--- src/rtl/ack_pkg.sv ---
package ack_pkg;
  localparam int unsigned ID_W   = 10;
  localparam int unsigned PRIO_W = 8;

  typedef enum logic [1:0] {
    KIND_PEEK = 2'd0,
    KIND_ACK  = 2'd1,
    KIND_EOI  = 2'd2
  } req_kind_e;

  localparam logic [ID_W-1:0] ID_NONE   = 10'd1023;
  localparam logic [ID_W-1:0] ID_HIDDEN = 10'd1022;
endpackage

--- src/rtl/ack_view_filter.sv ---
module ack_view_filter
  import ack_pkg::*;
#(
  parameter int unsigned NUM_IRQ = 1020
) (
  input  logic [ID_W-1:0] pend_id_i,
  input  logic            pend_grp_i,
  input  logic            sec_eff_i,
  input  logic            ack_ctl_i,
  output logic [ID_W-1:0] view_id_o
);
  logic real_irq;
  assign real_irq = 32'(pend_id_i) < NUM_IRQ;

  always_comb begin
    view_id_o = pend_id_i;
    if (real_irq) begin
      if (!pend_grp_i && !sec_eff_i)                   view_id_o = ID_NONE;
      else if (pend_grp_i && sec_eff_i && !ack_ctl_i)  view_id_o = ID_HIDDEN;
    end
  end
endmodule

--- src/rtl/ack_prio_gate.sv ---
module ack_prio_gate
  import ack_pkg::*;
#(
  parameter int unsigned NUM_IRQ = 1020
) (
  input  logic [ID_W-1:0]   view_id_i,
  input  logic [PRIO_W-1:0] pend_prio_i,
  input  logic [PRIO_W-1:0] run_prio_i,
  output logic              grant_o,
  output logic [ID_W-1:0]   ack_id_o
);
  logic visible;
  assign visible = 32'(view_id_i) < NUM_IRQ;

  always_comb begin
    grant_o  = 1'b0;
    ack_id_o = view_id_i;
    if (visible) begin
      if (pend_prio_i < run_prio_i) grant_o  = 1'b1;
      else                          ack_id_o = ID_NONE;
    end
  end
endmodule

--- src/rtl/ack_eoi_gate.sv ---
module ack_eoi_gate
  import ack_pkg::*;
#(
  parameter int unsigned NUM_IRQ = 1020,
  parameter int unsigned DATA_W  = 32
) (
  input  logic [DATA_W-1:0] eoi_data_i,
  input  logic              eoi_grp_i,
  input  logic              sec_eff_i,
  output logic              fire_o,
  output logic [ID_W-1:0]   eoi_id_o
);
  assign eoi_id_o = eoi_data_i[ID_W-1:0];
  // secure side may complete either group regardless of ack control
  assign fire_o = (32'(eoi_id_o) < NUM_IRQ) && (sec_eff_i || eoi_grp_i);
endmodule

--- src/rtl/ack_unit.sv ---
module ack_unit
  import ack_pkg::*;
#(
  parameter int unsigned NUM_IRQ = 1020,
  parameter int unsigned DATA_W  = 32
) (
  input  logic              clk_i,
  input  logic              rst_ni,
  input  logic              sec_ext_i,
  input  logic              req_valid_i,
  input  logic [1:0]        req_kind_i,
  input  logic              req_secure_i,
  input  logic [DATA_W-1:0] eoi_data_i,
  input  logic              eoi_grp_i,
  input  logic              ack_ctl_i,
  input  logic [ID_W-1:0]   pend_id_i,
  input  logic              pend_grp_i,
  input  logic [PRIO_W-1:0] pend_prio_i,
  input  logic [PRIO_W-1:0] run_prio_i,
  output logic              rsp_valid_o,
  output logic [ID_W-1:0]   rsp_id_o,
  output logic              act_o,
  output logic [ID_W-1:0]   act_id_o,
  output logic [PRIO_W-1:0] act_prio_o,
  output logic              done_o,
  output logic [ID_W-1:0]   done_id_o
);
  logic            sec_eff;
  logic [ID_W-1:0] view_id, ack_id, eoi_id;
  logic            grant, eoi_fire;
  logic            is_peek, is_ack, is_eoi;

  assign sec_eff = !sec_ext_i || req_secure_i;
  assign is_peek = req_valid_i && (req_kind_i == KIND_PEEK);
  assign is_ack  = req_valid_i && (req_kind_i == KIND_ACK);
  assign is_eoi  = req_valid_i && (req_kind_i == KIND_EOI);

  ack_view_filter #(.NUM_IRQ(NUM_IRQ)) i_filter (
    .pend_id_i (pend_id_i),
    .pend_grp_i(pend_grp_i),
    .sec_eff_i (sec_eff),
    .ack_ctl_i (ack_ctl_i),
    .view_id_o (view_id)
  );

  ack_prio_gate #(.NUM_IRQ(NUM_IRQ)) i_gate (
    .view_id_i  (view_id),
    .pend_prio_i(pend_prio_i),
    .run_prio_i (run_prio_i),
    .grant_o    (grant),
    .ack_id_o   (ack_id)
  );

  ack_eoi_gate #(.NUM_IRQ(NUM_IRQ), .DATA_W(DATA_W)) i_eoi (
    .eoi_data_i(eoi_data_i),
    .eoi_grp_i (eoi_grp_i),
    .sec_eff_i (sec_eff),
    .fire_o    (eoi_fire),
    .eoi_id_o  (eoi_id)
  );

  always_ff @(posedge clk_i or negedge rst_ni) begin
    if (!rst_ni) begin
      rsp_valid_o <= 1'b0;
      rsp_id_o    <= ID_NONE;
      act_o       <= 1'b0;
      act_id_o    <= '0;
      act_prio_o  <= '0;
      done_o      <= 1'b0;
      done_id_o   <= '0;
    end else begin
      rsp_valid_o <= is_peek || is_ack;
      act_o       <= is_ack && grant;
      done_o      <= is_eoi && eoi_fire;
      if (is_peek)           rsp_id_o <= view_id;
      else if (is_ack)       rsp_id_o <= ack_id;
      if (is_ack && grant) begin
        act_id_o   <= pend_id_i;
        act_prio_o <= pend_prio_i;
      end
      if (is_eoi && eoi_fire) done_id_o <= eoi_id;
    end
  end
endmodule

--- config.mk ---
export PLATFORM = sky130hd
export DESIGN_NAME = ack_unit
export DESIGN_NICKNAME = d
export VERILOG_FILES = /design/src/rtl/ack_pkg.sv /design/src/rtl/ack_view_filter.sv /design/src/rtl/ack_prio_gate.sv /design/src/rtl/ack_eoi_gate.sv /design/src/rtl/ack_unit.sv
export SDC_FILE = /design/constraint.sdc
export NUM_CORES = 1
export LEC_CHECK = 0
export ABC_AREA = 1
export BUFFER_PORTS_ARGS = -buffer_cell sky130_fd_sc_hd__buf_2
export CAP_MARGIN = 20
export CELL_PAD_IN_SITES_DETAIL_PLACEMENT = 1
export CELL_PAD_IN_SITES_GLOBAL_PLACEMENT = 1
export CORE_ASPECT_RATIO = 0.5
export CORE_MARGIN = 2
export CORE_UTILIZATION = 34
export DETAILED_ROUTE_END_ITERATION = 8
export PLACE_DENSITY_LB_ADDON = 0.1
export SLEW_MARGIN = 5
export SYNTH_ARGS = -nofsm -noshare
export SYNTH_HDL_FRONTEND = slang
export SYNTH_HIERARCHICAL = 1
export SYNTH_SLANG_ARGS = --single-unit
export TNS_END_PERCENT = 20
--- constraint.sdc ---
create_clock -name clk_i -period 1.25 [get_ports clk_i]
set_input_delay 0.25 -clock clk_i [delete_from_list [all_inputs] [get_ports clk_i]]
set_output_delay 0.25 -clock clk_i [all_outputs]
set_load 0.03 [all_outputs]
==> impl_metrics.xml, run 1 <==
<?xml version="1.0" encoding="UTF-8"?>
<metrics>
  <group name="run_status">
    <metric name="outcome" unit="">finished with violations</metric>
    <metric name="failing_checks" unit="">setup timing</metric>
  </group>
  <group name="setup_path">
    <metric name="worst_setup_path_start_kind" unit="">primary input</metric>
    <metric name="reg2reg_slack" unit="ns">0.48</metric>
    <metric name="crit_required" unit="ns">1.47</metric>
    <metric name="end_kind" unit="">flip-flop</metric>
    <metric name="data_arrival_time_at_the_worst_slack_endpoint" unit="ns">1.93</metric>
    <metric name="r2r_start" unit="">rsp_id_o[1]</metric>
    <metric name="worstSetupPathType" unit="">primary input to flip-flop</metric>
    <metric name="timing.critical_path.fanout_max" unit="">5</metric>
    <metric name="r2r_end" unit="">rsp_id_o[1]</metric>
    <metric name="worst-r2r-cell-count" unit="">4</metric>
  </group>
  <group name="hold_path">
    <metric name="hold-path-endpoint" unit="">act_id_o[1]</metric>
    <metric name="hold_path_class" unit="">primary input to flip-flop</metric>
    <metric name="timing.hold.worst.start" unit="">pend_id_i[1]</metric>
    <metric name="whs_path_depth" unit="">3</metric>
  </group>
  <group name="power">
    <metric name="power_report.internal_total" unit="mW">3.28</metric>
    <metric name="power" unit="mW">5.07</metric>
    <metric name="p_seq_share" unit="%">35.2</metric>
    <metric name="peakVddDrop" unit="uV">540</metric>
    <metric name="gate_power_share" unit="%">35.2</metric>
    <metric name="cellLeakagePower" unit="nW">2.08</metric>
    <metric name="cellPowerDensity" unit="nW/um^2">1400</metric>
    <metric name="netSwitchingFraction" unit="%">35.4</metric>
    <metric name="clkPwrFrac" unit="%">29.6</metric>
    <metric name="p_switching" unit="mW">1.79</metric>
  </group>
  <group name="synth">
    <metric name="avgSynthCellArea" unit="sq um">7.25</metric>
    <metric name="ys_ff_latch" unit="">41</metric>
    <metric name="postSynthCellCount" unit="">318</metric>
    <metric name="syn-num-nets" unit="">393</metric>
    <metric name="synth-warning-count" unit="">6</metric>
    <metric name="seq_area_frac_synth" unit="%">45.0</metric>
    <metric name="synth_area" unit="sq um">2310</metric>
    <metric name="library_cells_used_by_synthesis" unit="">24</metric>
  </group>
  <group name="timing">
    <metric name="period_share" unit="%">137</metric>
    <metric name="final.hold.worst_slack" unit="ns">0.203</metric>
    <metric name="fin_skew" unit="ns">0</metric>
    <metric name="period_needed" unit="ns">1.71</metric>
    <metric name="setup_slack" unit="ns">-0.457</metric>
    <metric name="rsz0062_at_grt" unit="">yes</metric>
    <metric name="slew_headroom" unit="%">84.7</metric>
    <metric name="timing.final.max_slew_violations" unit="">0</metric>
    <metric name="report.final.hold_viol_count" unit="">0</metric>
    <metric name="setup_total_negative_slack" unit="ns">-8.85</metric>
    <metric name="report.final.setup_viol" unit="">24</metric>
    <metric name="max_slew.worst_pin.slew" unit="ns">0.230</metric>
    <metric name="fmax" unit="MHz">586</metric>
  </group>
  <group name="placed_design">
    <metric name="detailed_place_hpwl" unit="mm">4.97</metric>
    <metric name="routabilityCongestion" unit="">0.759</metric>
    <metric name="place.port_buffers" unit="">86</metric>
  </group>
  <group name="global_routing">
    <metric name="grt_met2_usage" unit="%">36.9</metric>
    <metric name="gr-usage-all-layers" unit="%">19.7</metric>
    <metric name="number_of_global_route_vias_before_repair" unit="">2569</metric>
    <metric name="wire_length_of_the_first_global_routing_pass" unit="mm">11.7</metric>
    <metric name="use_met1" unit="%">22.5</metric>
    <metric name="grt_antenna_before_repair" unit="">0</metric>
    <metric name="grt.overflow.total" unit="">0</metric>
    <metric name="gr-max-usage-layer" unit="">met2</metric>
    <metric name="maximum_number_of_pins_on_one_net_before_global_route_repair" unit="">42</metric>
    <metric name="groute.layer.met3.usage" unit="%">4.50</metric>
  </group>
  <group name="clock_network">
    <metric name="clock-root-buffer" unit="">clkbuf_16</metric>
    <metric name="total_clock_buffers_created_by_cts" unit="">5</metric>
    <metric name="cts-htree-levels" unit="">2</metric>
    <metric name="cts_tree" unit="">built</metric>
    <metric name="clkLatencyLatePin" unit="ns">0.28</metric>
    <metric name="numClockSinks" unit="">41</metric>
    <metric name="cts.clk_slew.worst_paths" unit="ns">0.06</metric>
    <metric name="clockBufferDepth" unit="">2</metric>
  </group>
  <group name="routing">
    <metric name="drt-initial-drc-count" unit="">63</metric>
    <metric name="wl_per_cell" unit="microns">13.9</metric>
    <metric name="remaining_antenna_violation_count_after_routing" unit="">0</metric>
    <metric name="vias_per_cell" unit="">4.56</metric>
    <metric name="drc_violations_left" unit="">0</metric>
    <metric name="detailed_routing_iteration_count_for_the_pre_antenna_repair_pass" unit="">5</metric>
    <metric name="routed-via-count" unit="">2454</metric>
    <metric name="totalWireLength" unit="mm">7.46</metric>
  </group>
  <group name="floorplan">
    <metric name="floorplan.die.height" unit="microns">62.2</metric>
    <metric name="floorplan.die_area" unit="sq um">7500</metric>
    <metric name="coreArea" unit="sq um">6620</metric>
    <metric name="row_count" unit="">21</metric>
    <metric name="chipWidth" unit="microns">120</metric>
    <metric name="floorplan.initialDensity" unit="%">34.8</metric>
    <metric name="pin_count" unit="">109</metric>
  </group>
  <group name="cells_and_area">
    <metric name="layout.cells.most_common_list" unit="">nand2_1 (132), buf_2 (74), buf_4 (52), inv_1 (33), dfrtp_1 (31)</metric>
    <metric name="drive_above_1_share" unit="%">43.9</metric>
    <metric name="layout_area_growth_over_synthesis" unit="%">56.9</metric>
    <metric name="diodes" unit="">0</metric>
    <metric name="layout.nets" unit="">520</metric>
    <metric name="layout_commonest_cell" unit="">nand2_1</metric>
    <metric name="final.fill_count" unit="">843</metric>
  </group>
  <group name="flow_run">
    <metric name="cap_violations" unit="">0</metric>
  </group>
</metrics>
[power groups by stage]
| stage | clock [mW] | combinational (mW) | sequential, mW |
|---|---|---|---|
| 2_1_floorplan | 0 | 0.454 | 2.30 |
| 3_3_place_gp | 0 | 1.53 | 1.77 |
| 3_5_place_dp | 0 | 1.58 | 1.78 |
| 4_1_cts | 1.53 | 1.68 | 1.77 |
| 5_1_grt | 1.62 | 1.93 | 1.82 |
| 6_report | 1.50 | 1.78 | 1.79 |
[logic make-up after synthesis]
kind of cell	synth area share, %
simple gates	35.9
fa+ha+maj	3.80
flops	45.0
compound gates	2.60
buf+inv	12.6
[stage by stage]
stage / instance area (sq um) / util (%) / worst slack, ns / std cells
2_1_floorplan: 2340 / - / -0.407 / 318
3_3_place_gp: 3060 / 46.2 / -0.734 / 516
3_5_place_dp: 3060 / 46.2 / -0.885 / 516
4_1_cts: 3460 / 52.2 / -0.399 / 532
5_1_grt: 3620 / 54.6 / -0.536 / 538
6_report: 3620 / 54.6 / -0.457 / 538
[flip-flops by register name, indices dropped and copies added, names as in the netlist]
signal,cells
act_o,1
rsp_id_o,10
act_id_o,10
act_prio_o,8
done_o,1
rsp_valid_o,1
done_id_o,10
[how the worst max path moves through the flow]
stage / startpoint / end / slack (ns) / cells past startpoint
6_report: req_secure_i / act_id_o[5] / -0.46 / 13
3_5_place_dp: req_secure_i / act_id_o[9] / -0.89 / 13
3_3_place_gp: req_secure_i / act_id_o[6] / -0.73 / 13
4_1_cts: req_secure_i / act_id_o[3] / -0.40 / 14
5_1_grt: req_secure_i / act_id_o[5] / -0.54 / 13
2_1_floorplan: req_secure_i / act_id_o[0] / -0.41 / 13
[synth_stat cells]
| master | count | share of area, % |
|---|---|---|
| nand3_1 | 13 | 2.8 |
| dfstp_2 | 10 | 11 |
| buf_6 | 2 | 0.98 |
| nand2_1 | 150 | 24 |
| nor3_1 | 1 | 0.22 |
| nor2_1 | 19 | 3.1 |
| buf_2 | 5 | 1.1 |
| nand3_2 | 1 | 0.43 |
| nand4_1 | 1 | 0.27 |
| buf_4 | 12 | 3.9 |
| ha_1 | 7 | 3.8 |
| nand4_2 | 1 | 0.54 |
| nor2_4 | 1 | 0.49 |
| o211ai_1 | 1 | 0.33 |
| a21oi_1 | 4 | 0.87 |
| o21a_1 | 1 | 0.33 |
| nor2_2 | 1 | 0.27 |
| dfrtp_1 | 31 | 34 |
| nand2_2 | 2 | 0.54 |
| or2_1 | 2 | 0.54 |
| inv_1 | 39 | 6.3 |
| inv_2 | 2 | 0.33 |
| nand3b_1 | 7 | 2.3 |
| o21ai_0 | 5 | 1.1 |
[cell type report]
cell class | count | area [sq um] | share of cell area, %
Multi-Input combinational cell | 218 | 1150 | 31.8
Sequential cell | 41 | 1040 | 28.7
Timing Repair Buffer | 138 | 966 | 26.7
Inverter | 41 | 174 | 4.81
Clock buffer | 7 | 143 | 3.94
Tap cell | 92 | 115 | 3.18
Clock inverter | 1 | 30.0 | 0.830
[worst max-delay path, stage by stage]
cell,delay [ns]
buf_8,0.11
inv_12,0.05
nand2_8,0.05
or2_4,0.26
nand3b_1,0.13
nand4_1,0.19
nor3_4,0.28
nor2_4,0.05
buf_6,0.12
nand4_4,0.12
clkbuf_16,0.18
nand2_2,0.06
nand2_2,0.07
[timing repair]
item / in CTS / in global routing
hold endpoints to repair: 31 / 0
setup endpoints to repair: 33 / 37
cloned: 3 / 1
gates resized for setup: 29 / 44
hold buffers: 1 / 0
buffers inserted: 4 / 5
pin swaps: 12 / 21
[layer usage]
metal	vias to the layer above	wire length, microns
met5	-	0
met4	0	98
met3	12	346
met2	69	3890
met1	1175	3120
li1	1198	-
Power figures use the tool's default switching activity.
==> run 2, diff against run 1 <==
--- a/config.mk
+++ b/config.mk
@@ -5,14 +5,13 @@
 export SDC_FILE = /design/constraint.sdc
 export NUM_CORES = 1
 export LEC_CHECK = 0
-export ABC_AREA = 1
 export BUFFER_PORTS_ARGS = -buffer_cell sky130_fd_sc_hd__buf_2
 export CAP_MARGIN = 20
 export CELL_PAD_IN_SITES_DETAIL_PLACEMENT = 1
 export CELL_PAD_IN_SITES_GLOBAL_PLACEMENT = 1
 export CORE_ASPECT_RATIO = 0.5
 export CORE_MARGIN = 2
-export CORE_UTILIZATION = 34
+export CORE_UTILIZATION = 37
 export DETAILED_ROUTE_END_ITERATION = 8
 export PLACE_DENSITY_LB_ADDON = 0.1
 export SLEW_MARGIN = 5
==> impl_metrics.xml, run 2 <==
<?xml version="1.0" encoding="UTF-8"?>
<metrics>
  <group name="run_status">
    <metric name="outcome" unit="">finished with violations</metric>
    <metric name="failing_checks" unit="">DRC, setup timing</metric>
  </group>
  <group name="routing">
    <metric name="totalWireLength" unit="mm">5.55</metric>
    <metric name="drt-initial-drc-count" unit="">72</metric>
    <metric name="vias_per_cell" unit="">4.78</metric>
    <metric name="drc_violations_left" unit="">6</metric>
    <metric name="detailed_routing_iteration_count_for_the_pre_antenna_repair_pass" unit="">5</metric>
    <metric name="wl_per_cell" unit="microns">15.3</metric>
    <metric name="routed-via-count" unit="">1731</metric>
    <metric name="remaining_antenna_violation_count_after_routing" unit="">0</metric>
  </group>
  <group name="setup_path">
    <metric name="data_arrival_time_at_the_worst_slack_endpoint" unit="ns">2.07</metric>
    <metric name="worst-r2r-cell-count" unit="">1</metric>
    <metric name="crit_required" unit="ns">1.41</metric>
    <metric name="worst_setup_path_start_kind" unit="">primary input</metric>
    <metric name="reg2reg_slack" unit="ns">0.48</metric>
    <metric name="end_kind" unit="">flip-flop</metric>
    <metric name="r2r_end" unit="">act_id_o[5]</metric>
    <metric name="timing.critical_path.fanout_max" unit="">11</metric>
    <metric name="worstSetupPathType" unit="">primary input to flip-flop</metric>
    <metric name="r2r_start" unit="">act_id_o[5]</metric>
  </group>
  <group name="synth">
    <metric name="netlist.area_leader.share" unit="%">35.2</metric>
    <metric name="postSynthCellCount" unit="">171</metric>
    <metric name="yosysTopAreaCell" unit="">dfrtp_1</metric>
    <metric name="synth-warning-count" unit="">6</metric>
    <metric name="post_synth_most_frequent_cells" unit="">mux2_2 (39), dfrtp_1 (31), nand2b_1 (18)</metric>
    <metric name="syn-num-nets" unit="">246</metric>
    <metric name="synthMostInstantiatedCell" unit="">mux2_2</metric>
    <metric name="yosys-top-cells-area" unit="">dfrtp_1 (35%), mux2_2 (20%), dfstp_2 (12%)</metric>
    <metric name="avgSynthCellArea" unit="sq um">12.9</metric>
    <metric name="synthArstFlopShare" unit="%">100</metric>
    <metric name="synth_area" unit="sq um">2200</metric>
    <metric name="library_cells_used_by_synthesis" unit="">28</metric>
    <metric name="seq_area_frac_synth" unit="%">47.2</metric>
    <metric name="synthFlopType" unit="">dfrtp_1</metric>
    <metric name="ys_ff_latch" unit="">41</metric>
    <metric name="synth-edff-count" unit="">0</metric>
  </group>
  <group name="cells_and_area">
    <metric name="area_taken_by_multi_input_logic_gates" unit="sq um">1130</metric>
    <metric name="final.fill_count" unit="">612</metric>
    <metric name="layout_area_growth_over_synthesis" unit="%">48.8</metric>
    <metric name="diodes" unit="">0</metric>
    <metric name="register_area" unit="sq um">1040</metric>
    <metric name="largest_registers" unit="">act_id_o x10, done_id_o x10, rsp_id_o x10</metric>
    <metric name="layout_commonest_cell" unit="">buf_2</metric>
    <metric name="layout.cells.most_common_list" unit="">buf_2 (73), buf_4 (40), dfrtp_1 (31), mux2_2 (28), mux2_4 (20)</metric>
    <metric name="drive_above_1_share" unit="%">71.6</metric>
    <metric name="final_core_utilization" unit="%">58.4</metric>
    <metric name="layout.nets" unit="">363</metric>
    <metric name="stdcell_area" unit="sq um">3270</metric>
  </group>
  <group name="hold_path">
    <metric name="hold_path_class" unit="">primary input to flip-flop</metric>
    <metric name="timing.hold.worst.start" unit="">eoi_data_i[0]</metric>
    <metric name="whs_path_depth" unit="">2</metric>
    <metric name="hold-path-endpoint" unit="">done_id_o[0]</metric>
  </group>
  <group name="timing">
    <metric name="slew_headroom" unit="%">83.0</metric>
    <metric name="rsz0062_at_grt" unit="">yes</metric>
    <metric name="fmax" unit="MHz">522</metric>
    <metric name="report.final.hold_viol_count" unit="">0</metric>
    <metric name="period_share" unit="%">153</metric>
    <metric name="setup_slack" unit="ns">-0.665</metric>
    <metric name="period_needed" unit="ns">1.91</metric>
    <metric name="report.final.setup_viol" unit="">39</metric>
    <metric name="fin_skew" unit="ns">0</metric>
    <metric name="final.hold.worst_slack" unit="ns">0.205</metric>
    <metric name="timing.final.max_slew_violations" unit="">0</metric>
    <metric name="max_slew.worst_pin.slew" unit="ns">0.255</metric>
  </group>
  <group name="floorplan">
    <metric name="pin_count" unit="">109</metric>
    <metric name="floorplan.die_area" unit="sq um">6620</metric>
    <metric name="chipWidth" unit="microns">113</metric>
    <metric name="coreArea" unit="sq um">5610</metric>
    <metric name="floorplan.initialDensity" unit="%">39.2</metric>
    <metric name="floorplan.die.height" unit="microns">58.5</metric>
    <metric name="row_count" unit="">19</metric>
  </group>
  <group name="global_routing">
    <metric name="gr-max-usage-layer" unit="">met2</metric>
    <metric name="maximum_number_of_pins_on_one_net_before_global_route_repair" unit="">42</metric>
    <metric name="grt_met2_usage" unit="%">30.5</metric>
    <metric name="wire_length_of_the_first_global_routing_pass" unit="mm">9.00</metric>
    <metric name="gr-usage-all-layers" unit="%">17.3</metric>
    <metric name="groute.layer.met3.usage" unit="%">3.81</metric>
    <metric name="grt.overflow.total" unit="">0</metric>
    <metric name="use_met1" unit="%">22.4</metric>
    <metric name="number_of_global_route_vias_before_repair" unit="">1866</metric>
    <metric name="grt_antenna_before_repair" unit="">0</metric>
  </group>
  <group name="placed_design">
    <metric name="detailed_place_hpwl" unit="mm">4.11</metric>
    <metric name="routabilityCongestion" unit="">0.781</metric>
    <metric name="placedInstanceArea" unit="sq um">2920</metric>
    <metric name="place.port_buffers" unit="">86</metric>
  </group>
  <group name="clock_network">
    <metric name="cts-htree-levels" unit="">2</metric>
    <metric name="clockBufferDepth" unit="">2</metric>
    <metric name="clock-root-buffer" unit="">clkbuf_16</metric>
    <metric name="numClockSinks" unit="">41</metric>
    <metric name="clkLatencyLatePin" unit="ns">0.27</metric>
    <metric name="total_clock_buffers_created_by_cts" unit="">5</metric>
    <metric name="cts_tree" unit="">built</metric>
    <metric name="cts.clk_slew.worst_paths" unit="ns">0.06</metric>
  </group>
  <group name="power">
    <metric name="cellLeakagePower" unit="nW">1.65</metric>
    <metric name="cellPowerDensity" unit="nW/um^2">1500</metric>
    <metric name="peakVddDrop" unit="uV">513</metric>
  </group>
  <group name="flow_run">
    <metric name="cap_violations" unit="">0</metric>
  </group>
</metrics>
## run 2: cell count changes after synthesis, sizes merged, moves of 3 or more
cell	before	now
nand2	152	0
buf	19	16
nand4	2	7
nand3	14	0
o21ai	5	2
inv	41	10
mux2	0	48
o21bai	0	4
nor2	21	4
nand2b	0	18
nand3b	7	0
## run 2: how the worst max path moves through the flow
stage	depth (start not counted)	slack, ns	startpoint	to
2_1_floorplan	9	-0.88	pend_prio_i[1]	act_id_o[0]
3_3_place_gp	8	-0.95	pend_prio_i[1]	act_id_o[1]
3_5_place_dp	9	-1.01	pend_prio_i[5]	act_id_o[1]
4_1_cts	8	-0.66	pend_prio_i[1]	act_prio_o[5]
5_1_grt	11	-0.78	pend_grp_i	act_id_o[8]
6_report	11	-0.66	pend_grp_i	act_id_o[8]
## run 2: critical path, cell delays in order
cell,delay [ns]
buf_2,0.13
nor2b_4,0.20
a21oi_4,0.08
buf_6,0.13
nand2b_1,0.10
nand4_1,0.13
nor2_2,0.15
and2b_1,0.19
nand4b_1,0.15
buf_6,0.20
mux2_2,0.35
## run 2: metal layers
layer / up-vias / routed length, microns
met3: 2 / 306
met1: 859 / 2470
li1: 821 / -
met5: - / 0
met2: 49 / 2740
met4: 0 / 27
## run 2: cells by family after synthesis
family                   Yosys count  share of synthesized area [%]
buffers and inverters             26                           7.96
AND/OR/NAND/NOR                   36                           10.2
AO/OA/AOI/OAI                     13                           4.61
adder cells (fa/ha/maj)            7                           3.98
flip-flops                        41                           47.2
multiplexers                      48                           26.1
## run 2: final cells by class
| class | count | share of cell area [%] |
|---|---|---|
| Multi-Input combinational cell | 104 | 34.4 |
| Sequential cell | 41 | 31.7 |
| Timing Repair Buffer | 126 | 25.6 |
| Clock buffer | 6 | 3.94 |
| Tap cell | 73 | 2.79 |
| Inverter | 10 | 1.30 |
| Clock inverter | 2 | 0.306 |
## run 2: where the power goes
group / switching (mW) / total, mW / internal, mW / leakage, nW
Combinational: 1.05 / 1.88 / 0.827 / 1.10
Sequential: 0.161 / 1.83 / 1.67 / 0.479
Clock: 0.481 / 1.21 / 0.732 / 0.0706
Total: 1.69 / 4.92 / 3.23 / 1.65
## run 2: metrics by stage
stage | power [mW] | cells | setup WS, ns | TNS (ns)
after floorplan | 2.98 | 171 | -0.876 | -21.97
after global placement | 3.54 | 350 | -0.950 | -29.98
after detailed placement | 3.59 | 350 | -1.01 | -31.91
after CTS | 4.89 | 359 | -0.662 | -17.74
after global routing | 5.19 | 362 | -0.780 | -21.03
final | 4.92 | 362 | -0.665 | -17.78
## run 2: timing repair
| action | 4_1_cts | 5_1_grt |
|---|---|---|
| resized for setup | 23 | 35 |
| setup endpoints to repair | 40 | 48 |
| hold buffers | 1 | 0 |
| cloned | 0 | 1 |
| pin swaps | 3 | 3 |
| hold endpoints to repair | 31 | 0 |
| buffers inserted | 0 | 2 |
==> run 3, diff against run 2 <==
--- a/config.mk
+++ b/config.mk
@@ -5,14 +5,15 @@
 export SDC_FILE = /design/constraint.sdc
 export NUM_CORES = 1
 export LEC_CHECK = 0
-export BUFFER_PORTS_ARGS = -buffer_cell sky130_fd_sc_hd__buf_2
 export CAP_MARGIN = 20
 export CELL_PAD_IN_SITES_DETAIL_PLACEMENT = 1
 export CELL_PAD_IN_SITES_GLOBAL_PLACEMENT = 1
 export CORE_ASPECT_RATIO = 0.5
 export CORE_MARGIN = 2
-export CORE_UTILIZATION = 37
+export CORE_UTILIZATION = 40
 export DETAILED_ROUTE_END_ITERATION = 8
+export DONT_BUFFER_PORTS = 1
+export MAX_ROUTING_LAYER = met4
 export PLACE_DENSITY_LB_ADDON = 0.1
 export SLEW_MARGIN = 5
 export SYNTH_ARGS = -nofsm -noshare
==> constraint.sdc (replaced) <==
create_clock -name clk_i -period 2.5 [get_ports clk_i]
set_input_delay 0.5 -clock clk_i [delete_from_list [all_inputs] [get_ports clk_i]]
set_output_delay 0.5 -clock clk_i [all_outputs]
set_load 0.03 [all_outputs]
==> impl_metrics.xml, run 3 (synthesis results as in run 2) <==
<?xml version="1.0" encoding="UTF-8"?>
<metrics>
  <group name="setup_path">
    <metric name="critical-path-slowest-cell" unit="">mux2_2</metric>
    <metric name="end_kind" unit="">flip-flop</metric>
    <metric name="data_arrival_time_at_the_worst_slack_endpoint" unit="ns">2.34</metric>
    <metric name="worstPathCellList" unit="">nand2b_1 -&gt; nor2_1 -&gt; a21oi_2 -&gt; buf_4 -&gt; nand2b_1 -&gt; nand4_1 -&gt; nor2_1 -&gt; and2b_1 -&gt; nand4b_1 -&gt; buf_12 -&gt; mux2_2</metric>
    <metric name="reg2reg_slack" unit="ns">1.57</metric>
    <metric name="crit_required" unit="ns">2.68</metric>
    <metric name="timing.critical_path.fanout_max" unit="">19</metric>
    <metric name="critPathBufInv" unit="">2</metric>
    <metric name="r2r_start" unit="">act_id_o[7]</metric>
    <metric name="worstSetupPathType" unit="">primary input to flip-flop</metric>
    <metric name="worst-r2r-cell-count" unit="">1</metric>
    <metric name="r2r_end" unit="">act_id_o[7]</metric>
    <metric name="kind_of_cell_adding_the_most_delay_to_the_critical_path" unit="">simple AND/OR/NAND/NOR gates</metric>
    <metric name="worst_setup_path_start_kind" unit="">primary input</metric>
    <metric name="crit_path_max_incr_delay" unit="ns">0.35</metric>
  </group>
  <group name="clock_network">
    <metric name="cts_tree" unit="">built</metric>
    <metric name="clockBufferDepth" unit="">2</metric>
    <metric name="numClockSinks" unit="">41</metric>
    <metric name="total_clock_buffers_created_by_cts" unit="">5</metric>
    <metric name="postCtsResizedCells" unit="">0</metric>
    <metric name="cts-htree-levels" unit="">2</metric>
    <metric name="clock-root-buffer" unit="">clkbuf_8</metric>
    <metric name="clkLatencyLatePin" unit="ns">0.28</metric>
    <metric name="cts.clk_slew.worst_paths" unit="ns">0.08</metric>
  </group>
  <group name="floorplan">
    <metric name="chipWidth" unit="microns">109</metric>
    <metric name="row_count" unit="">19</metric>
    <metric name="pin_count" unit="">109</metric>
    <metric name="floorplan.die_area" unit="sq um">6150</metric>
    <metric name="floorplan.initialDensity" unit="%">40.8</metric>
    <metric name="coreArea" unit="sq um">5400</metric>
    <metric name="floorplan.die.height" unit="microns">56.5</metric>
  </group>
  <group name="routing">
    <metric name="vias_per_cell" unit="">5.25</metric>
    <metric name="remaining_antenna_violation_count_after_routing" unit="">0</metric>
    <metric name="drc_violations_left" unit="">0</metric>
    <metric name="detailed_routing_iteration_count_for_the_pre_antenna_repair_pass" unit="">4</metric>
    <metric name="wl_per_cell" unit="microns">17.7</metric>
    <metric name="totalWireLength" unit="mm">4.29</metric>
    <metric name="routed-via-count" unit="">1270</metric>
    <metric name="drt-initial-drc-count" unit="">27</metric>
  </group>
  <group name="global_routing">
    <metric name="grt.overflow.total" unit="">0</metric>
    <metric name="grt_antenna_before_repair" unit="">0</metric>
    <metric name="maximum_number_of_pins_on_one_net_before_global_route_repair" unit="">32</metric>
    <metric name="wire_length_of_the_first_global_routing_pass" unit="mm">6.89</metric>
    <metric name="number_of_global_route_vias_before_repair" unit="">1456</metric>
    <metric name="gr-usage-all-layers" unit="%">15.1</metric>
  </group>
  <group name="placed_design">
    <metric name="placedInstanceArea" unit="sq um">2200</metric>
    <metric name="post-place-ws" unit="ns">0.0354</metric>
    <metric name="place.port_buffers" unit="">0</metric>
    <metric name="detailed_place_hpwl" unit="mm">3.28</metric>
    <metric name="routabilityCongestion" unit="">0.656</metric>
  </group>
  <group name="timing">
    <metric name="max_slew.worst_pin.slew" unit="ns">0.555</metric>
    <metric name="fmax" unit="MHz">463</metric>
    <metric name="rsz0062_at_grt" unit="">no</metric>
    <metric name="setup_slack" unit="ns">0.340</metric>
    <metric name="final.hold.worst_slack" unit="ns">0.0296</metric>
    <metric name="report.final.setup_viol" unit="">0</metric>
    <metric name="report.final.hold_viol_count" unit="">0</metric>
    <metric name="period_needed" unit="ns">2.16</metric>
    <metric name="slew_headroom" unit="%">62.8</metric>
    <metric name="fin_skew" unit="ns">0</metric>
    <metric name="timing.final.max_slew_violations" unit="">0</metric>
    <metric name="setup_total_negative_slack" unit="ns">0</metric>
    <metric name="period_share" unit="%">86.4</metric>
  </group>
  <group name="flow_run">
    <metric name="cap_violations" unit="">0</metric>
  </group>
  <group name="power">
    <metric name="power" unit="mW">2.01</metric>
    <metric name="peakVddDrop" unit="uV">323</metric>
    <metric name="p_seq_share" unit="%">61.7</metric>
    <metric name="gate_power_share" unit="%">14.7</metric>
    <metric name="netSwitchingFraction" unit="%">36.5</metric>
    <metric name="cellLeakagePower" unit="nW">1.02</metric>
    <metric name="clkPwrFrac" unit="%">23.6</metric>
    <metric name="cellPowerDensity" unit="nW/um^2">865</metric>
    <metric name="p_switching" unit="mW">0.735</metric>
    <metric name="power_report.internal_total" unit="mW">1.28</metric>
  </group>
  <group name="cells_and_area">
    <metric name="diodes" unit="">0</metric>
    <metric name="stdcell_area" unit="sq um">2330</metric>
    <metric name="largest_registers" unit="">act_id_o x10, done_id_o x10, rsp_id_o x10</metric>
    <metric name="drive_above_1_share" unit="%">44.4</metric>
    <metric name="layout.cells.most_common_list" unit="">mux2_2 (39), dfrtp_1 (31), nand2b_1 (18), inv_1 (10), dfstp_2 (10)</metric>
    <metric name="layout_commonest_cell" unit="">mux2_2</metric>
    <metric name="layout.nets" unit="">243</metric>
    <metric name="layout_area_growth_over_synthesis" unit="%">5.69</metric>
  </group>
  <group name="hold_path">
    <metric name="hold_path_class" unit="">primary input to asynchronous set/reset pin</metric>
  </group>
  <group name="run_status">
    <metric name="outcome" unit="">complete, no violations</metric>
  </group>
</metrics>
## run 3: cell type report
class,count,area (sq um)
clock inverters,1,5.00
flip-flops and latches,41,1040
fillers,565,3070
well taps,73,91.3
inverters,10,37.5
repair buffers,6,70.1
clock buffers,7,96.3
multi-input cells,104,987
## run 3: per-layer routing
metal	share of wire [%]	vias up	track usage, %
met5	0	-	-
met3	9.9	4	6.39
met4	0.54	0	2.75
met1	42	628	17.6
li1	-	578	-
met2	48	60	24.8
## run 3: what timing repair did
item                      4_1_cts  5_1_grt
hold buffers                    1        0
setup buffers                   0        0
hold endpoints to repair       31        0
## run 3: through the flow
stage               instances  util [%]
finish                    242      43.1
global route              242      43.1
CTS                       242      43.1
detailed placement        233      40.9
global placement          233      40.9
floorplan                 171         -
## run 3: power by group through the flow
stage	Combinational, mW	Clock [mW]	Sequential [mW]
3_5_place_dp	0.288	0	1.26
2_1_floorplan	0.263	0	1.23
3_3_place_gp	0.273	0	1.26
4_1_cts	0.301	0.499	1.25
6_report	0.295	0.475	1.24
5_1_grt	0.328	0.534	1.27
## run 3: worst max path at each step
stage / startpoint / endpoint / slack (ns) / cells past startpoint
floorplan: run_prio_i[1] / act_id_o[0] / 0.05 / 10
global placement: run_prio_i[1] / act_prio_o[4] / 0.07 / 8
detailed placement: req_secure_i / act_prio_o[1] / 0.04 / 11
CTS: req_secure_i / act_prio_o[1] / 0.34 / 11
global route: req_secure_i / act_id_o[6] / 0.22 / 11
finish: req_secure_i / act_prio_o[7] / 0.34 / 11
